**src/rtl/intr_chain_pkg.sv**
```systemverilog
package intr_chain_pkg;

  // fixed vector of a stage, computed from base and stride
  function automatic int unsigned stage_vec(int unsigned base, int unsigned stride, int unsigned idx);
    return base + idx * stride;
  endfunction

endpackage

```
**src/rtl/intr_chain_ack_edge.sv**
```systemverilog
module intr_chain_ack_edge (
  input  logic clk_i,
  input  logic rst_ni,
  input  logic ack_i,
  output logic ack_pulse_o
);

  logic ack_q;

  always_ff @(posedge clk_i or negedge rst_ni) begin
    if (!rst_ni) ack_q <= 1'b0;
    else         ack_q <= ack_i;
  end

  assign ack_pulse_o = ack_i & ~ack_q;

endmodule

```
**src/rtl/intr_chain_stage.sv**
```systemverilog
module intr_chain_stage #(
  parameter int unsigned VEC_W     = 8,
  parameter logic [VEC_W-1:0] STAGE_VEC = '0
) (
  input  logic             clk_i,
  input  logic             rst_ni,
  input  logic             req_i,
  input  logic             pi_i,
  output logic             po_o,
  output logic             pend_o,
  output logic             sel_o,
  output logic [VEC_W-1:0] vec_o
);

  logic pend_q;

  assign sel_o  = pi_i & pend_q;
  assign po_o   = pi_i & ~pend_q;
  assign pend_o = pend_q;
  assign vec_o  = sel_o ? STAGE_VEC : '0;

  // a request in the grant cycle wins over the clear
  always_ff @(posedge clk_i or negedge rst_ni) begin
    if (!rst_ni) pend_q <= 1'b0;
    else         pend_q <= req_i | (pend_q & ~sel_o);
  end

endmodule

```
**src/rtl/intr_chain_vec_bus.sv**
```systemverilog
module intr_chain_vec_bus #(
  parameter int unsigned NUM_STAGES = 4,
  parameter int unsigned VEC_W      = 8
) (
  input  logic                                  clk_i,
  input  logic                                  rst_ni,
  input  logic [NUM_STAGES-1:0]                 sel_i,
  input  logic [NUM_STAGES-1:0][VEC_W-1:0]      vec_i,
  output logic [VEC_W-1:0]                      vec_o,
  output logic                                  vec_valid_o,
  output logic [NUM_STAGES-1:0]                 grant_o
);

  logic [VEC_W-1:0] vec_d;

  always_comb begin
    vec_d = '0;
    for (int i = 0; i < NUM_STAGES; i++) vec_d = vec_d | vec_i[i];
  end

  always_ff @(posedge clk_i or negedge rst_ni) begin
    if (!rst_ni) begin
      vec_o       <= '0;
      vec_valid_o <= 1'b0;
      grant_o     <= '0;
    end else begin
      vec_o       <= vec_d;
      vec_valid_o <= |sel_i;
      grant_o     <= sel_i;
    end
  end

endmodule

```
**src/rtl/intr_chain_arb.sv**
```systemverilog
module intr_chain_arb #(
  parameter int unsigned NUM_STAGES = 4,
  parameter int unsigned VEC_W      = 8,
  parameter int unsigned VEC_BASE   = 64,
  parameter int unsigned VEC_STRIDE = 4
) (
  input  logic                  clk_i,
  input  logic                  rst_ni,
  input  logic [NUM_STAGES-1:0] req_i,
  input  logic                  ack_i,
  output logic                  intr_o,
  output logic [VEC_W-1:0]      vec_o,
  output logic                  vec_valid_o,
  output logic [NUM_STAGES-1:0] grant_o,
  output logic                  chain_po_o
);

  localparam int unsigned LAST = NUM_STAGES - 1;

  logic                             ack_pulse;
  logic [NUM_STAGES:0]              pi_chain;
  logic [NUM_STAGES-1:0]            pend_w;
  logic [NUM_STAGES-1:0]            sel_w;
  logic [NUM_STAGES-1:0][VEC_W-1:0] gated_vec;

  intr_chain_ack_edge u_ack_edge (
    .clk_i       (clk_i),
    .rst_ni      (rst_ni),
    .ack_i       (ack_i),
    .ack_pulse_o (ack_pulse)
  );

  assign pi_chain[0] = ack_pulse;

  for (genvar g = 0; g < NUM_STAGES; g++) begin : g_stage
    localparam logic [VEC_W-1:0] STAGE_VEC =
      VEC_W'(intr_chain_pkg::stage_vec(VEC_BASE, VEC_STRIDE, g));
    intr_chain_stage #(
      .VEC_W     (VEC_W),
      .STAGE_VEC (STAGE_VEC)
    ) u_stage (
      .clk_i  (clk_i),
      .rst_ni (rst_ni),
      .req_i  (req_i[g]),
      .pi_i   (pi_chain[g]),
      .po_o   (pi_chain[g+1]),
      .pend_o (pend_w[g]),
      .sel_o  (sel_w[g]),
      .vec_o  (gated_vec[g])
    );
  end

  intr_chain_vec_bus #(
    .NUM_STAGES (NUM_STAGES),
    .VEC_W      (VEC_W)
  ) u_vec_bus (
    .clk_i       (clk_i),
    .rst_ni      (rst_ni),
    .sel_i       (sel_w),
    .vec_i       (gated_vec),
    .vec_o       (vec_o),
    .vec_valid_o (vec_valid_o),
    .grant_o     (grant_o)
  );

  assign intr_o     = |pend_w;
  assign chain_po_o = pi_chain[LAST+1];

endmodule

```
**config.mk**
```make
export PLATFORM = sky130hd
export DESIGN_NAME = intr_chain_arb
export DESIGN_NICKNAME = d
export VERILOG_FILES = /design/src/rtl/intr_chain_pkg.sv /design/src/rtl/intr_chain_ack_edge.sv /design/src/rtl/intr_chain_stage.sv /design/src/rtl/intr_chain_vec_bus.sv /design/src/rtl/intr_chain_arb.sv
export SDC_FILE = /design/constraint.sdc
export NUM_CORES = 1
export LEC_CHECK = 0
export BUFFER_PORTS_ARGS = -buffer_cell sky130_fd_sc_hd__buf_4
export CAP_MARGIN = 25
export CORE_AREA = 2 2 40 42
export CTS_CLUSTER_DIAMETER = 80
export DETAILED_ROUTE_END_ITERATION = 6
export DIE_AREA = 0 0 42 44
export PLACE_DENSITY = 0.72
export SETUP_SLACK_MARGIN = 0.5
export SYNTH_ARGS = -nofsm -noshare
export SYNTH_HDL_FRONTEND = slang
export SYNTH_SLANG_ARGS = --single-unit
```
**constraint.sdc**
```tcl
create_clock -name clk_i -period 1.16 [get_ports clk_i]
set_input_delay 0.058 -clock clk_i [delete_from_list [all_inputs] [get_ports clk_i]]
set_output_delay 0.058 -clock clk_i [all_outputs]
set_load 0.005 [all_outputs]
```
==> run_results.csv <==
group,metric,value,unit
cells_and_area,multiInputGateArea,210,um^2
floorplanning,num_rows,14,
route,antenna_left,0,
yosys,synth_top_area_share,63.4,%
timing,finalHoldViolations,4,
floorplanning,initial_utilization,36.2,%
critical_path,crit_path_cell_trace,"or4b_4, nor3_2, buf_4",
critical_path,worstPathMaxFanout,3,
cells_and_area,fin_util,59.0,%
global_routing,grt_pass1_wl,1670,um
critical_path,crit_type,"register to output port",
floorplanning,ios,22,
critical_path,cp_data_arrival_time,1430,ps
timing,final.setup.tns,-1340,ps
cells_and_area,fin_cells,88,
global_routing,grt.overflow.total,0,
route,post_drt_via_cell_ratio,4.35,
cts,clock_latency,270,ps
floorplanning,core,0.00142,mm^2
cells_and_area,area_delta_synth_final,63.2,%
cells_and_area,layout-drive-gt1-share,56.9,%
cells_and_area,nFillCells,110,
flow_run,cap_violations,0,
cts,cts_root_buf,"clkbuf_4",
timing,rsz0062_at_grt,"yes",
route,vias,383,
cells_and_area,fin_nets,80,
timing,fin_crit_sh,129,%
global_routing,grt_max_degree,14,
cts,cts_hold_buf,1,
critical_path,cp_num_buf_inv,1,
critical_path,cp-start-kind,"register",
cells_and_area,fin_area,837,um^2
placement,io_buffer_count,16,
floorplanning,die_w,42,um
critical_path,crit_family,"simple AND/OR/NAND/NOR gates",
yosys,synthTopCellsByArea,"dfrtp_1 (63%), buf_4 (7.3%), nor2_1 (5.1%), a21o_1 (2.9%), or4b_4 (2.7%)",
placement,dp_hpwl,704,um
outcome,status,"finished with violations",
critical_path,end_kind,"output port",
timing,clock-skew-final,0.777,ps
route,firstDrtPassIters,4,
route,post_drt_wl_per_cell,11.5,um
timing,layout_setup_ws,-332,ps
timing,report.final.slew_viol_count,0,
yosys,ys_seq_elements,13,
placement,place_congestion,0.693,
cts,cts_made_buffers,3,
yosys,synthDistinctLibCells,16,
route,drt_iter0_markers,5,
global_routing,grt.total_usage,12.5,%
timing,hold_ws,-52.4,ps
cts,clk_path_buf_depth,2,
route,drc,0,
timing,fmax,0.670,GHz
yosys,syn_inst,43,
pwr,p_total,0.845,mW
cts,htreeDepth,1,
global_routing,grt_pass1_vias,401,
timing,setup_viol,8,
yosys,ys_seq_area_share,63.4,%
cts,cts_tree,"yes",
hold_path,worstHoldPathType,"input pin to register",
outcome,violations,"hold timing, setup timing",
pwr,peakVddDrop,0.000499,V
cts,clk_pin_slew,80,ps
pwr,p_leak,0.416,nW
cts,cts.sinks,13,
yosys,synth_area,513,um^2
critical_path,cpPeakStageDelay,530,ps
placement,placed_area,689,um^2
yosys,yosys.area.top_type,"dfrtp_1",
route,drt_wl_total,1010,um
yosys,post_synth.cell_area_avg,11.9,um^2
timing,finalCriticalPeriod,1490,ps
cells_and_area,regArea,325,um^2
cells_and_area,antenna_cells,0,
yosys,yosys_warnings,0,
floorplanning,die-area,0.00185,mm^2
placement,dp_cells,80,
global_routing,antenna_found_initial,0,
critical_path,cp_slowest_cell,"or4b_4",
floorplanning,dieHeight,44,um
pwr,power_density,1010,mW/mm^2
critical_path,cp.required,1100,ps
metrics by stage:
| stage | hold slack, ps | worst slack, ps |
|---|---|---|
| 6_report | -52.4 | -332 |
| 5_1_grt | -70.2 | -413 |
| 4_1_cts | -65.0 | -351 |
| 3_5_place_dp | -89.8 | -103 |
| 3_3_place_gp | -94.7 | -83.3 |
| 2_1_floorplan | -238 | -50.8 |
power breakdown:
part	total (mW)	switching, mW	internal (mW)	leakage, nW
clock	0.272	0.139	0.133	0.0150
combinational	0.0999	0.0419	0.0580	0.244
sequential	0.473	0.00737	0.466	0.157
total	0.845	0.188	0.657	0.416
final timing paths:
check                                                     from  slack, ps                                   to  cells after the start
max in group asynchronous                               rst_ni        820      u_vec_bus.vec_valid_o$_DFF_PN0_                      2
hold reg to reg            g_stage[2].u_stage.pend_o$_DFF_PN0_        630  g_stage[2].u_stage.pend_o$_DFF_PN0_                      2
setup reg to reg           g_stage[0].u_stage.pend_o$_DFF_PN0_       -180         u_vec_bus.vec_o[3]$_DFF_PN0_                      4
hold / removal                                           ack_i        -50           u_ack_edge.ack_q$_DFF_PN0_                      1
min in group asynchronous                               rst_ni        180       u_vec_bus.grant_o[2]$_DFF_PN0_                      2
setup / recovery           g_stage[0].u_stage.pend_o$_DFF_PN0_       -330                           chain_po_o                      3
placed cells by master, fill, tap and decap left out:
master,synthesis,final
buf_4,5,14
dfrtp_1,13,13
buf_6,0,10
conb_1,1,5
nor2_1,7,4
nor2_2,0,3
clkbuf_4,0,3
inv_1,2,2
a21oi_2,0,2
a21o_1,2,2
or3b_4,0,1
or4b_4,1,1
nand2b_1,2,1
nand2b_4,0,1
a21o_2,1,1
nor3_2,0,1
nor4b_4,0,1
and2_1,1,1
or4_4,1,1
nor2b_4,0,1
nor2b_1,2,1
clkbuf_1,0,1
dlygate4sd3_1,0,1
buf_12,0,1
synthesized netlist by cell type:
master / number
or3b_2: 1
a21oi_1: 2
dfrtp_1: 13
nor2b_1: 2
nor4b_1: 1
a21o_1: 2
or4_4: 1
a21o_2: 1
and2_1: 1
nand2b_1: 2
nor2_1: 7
or4b_4: 1
conb_1: 1
buf_4: 5
nor3_1: 1
inv_1: 2
cell families after synthesis:
| logic type | Yosys count | share of synthesized area (%) |
|---|---|---|
| AO/OA/AOI/OAI | 5 | 6.58 |
| AND/OR/NAND/NOR | 17 | 20.5 |
| flip-flops | 13 | 63.4 |
| buffers and inverters | 7 | 8.78 |
| other | 1 | 0.731 |
what timing repair did:
| item | CTS | global route |
|---|---|---|
| resized for setup | 13 | 5 |
| pin swaps | 3 | 3 |
| setup buffers | 1 | 2 |
| hold endpoints to repair | 17 | 4 |
| setup endpoints to repair | 22 | 22 |
| gates cloned | 0 | 0 |
layout make-up:
cell class,instances,area share [%]
sequential,13,38.9
timing repair buffer,26,29.6
multi-input combinational,27,25.1
clock buffer,4,3.14
tap,16,2.39
inverter,2,0.897
per-layer routing:
layer | vias up | GRT usage (%) | wire [um]
li1 | 190 | - | -
met1 | 175 | 14.0 | 431
met2 | 16 | 20.9 | 506
met3 | 2 | 3.75 | 62
met4 | 0 | 7.74 | 12
met5 | - | 0 | 0
state kept, by name, indices dropped and copies added (netlist names):
name                    count
u_vec_bus.vec_o             3
u_ack_edge.ack_q            1
u_vec_bus.grant_o           4
u_vec_bus.vec_valid_o       1
g_stage.u_stage.pend_o      4
Power figures use the tool's default switching activity.
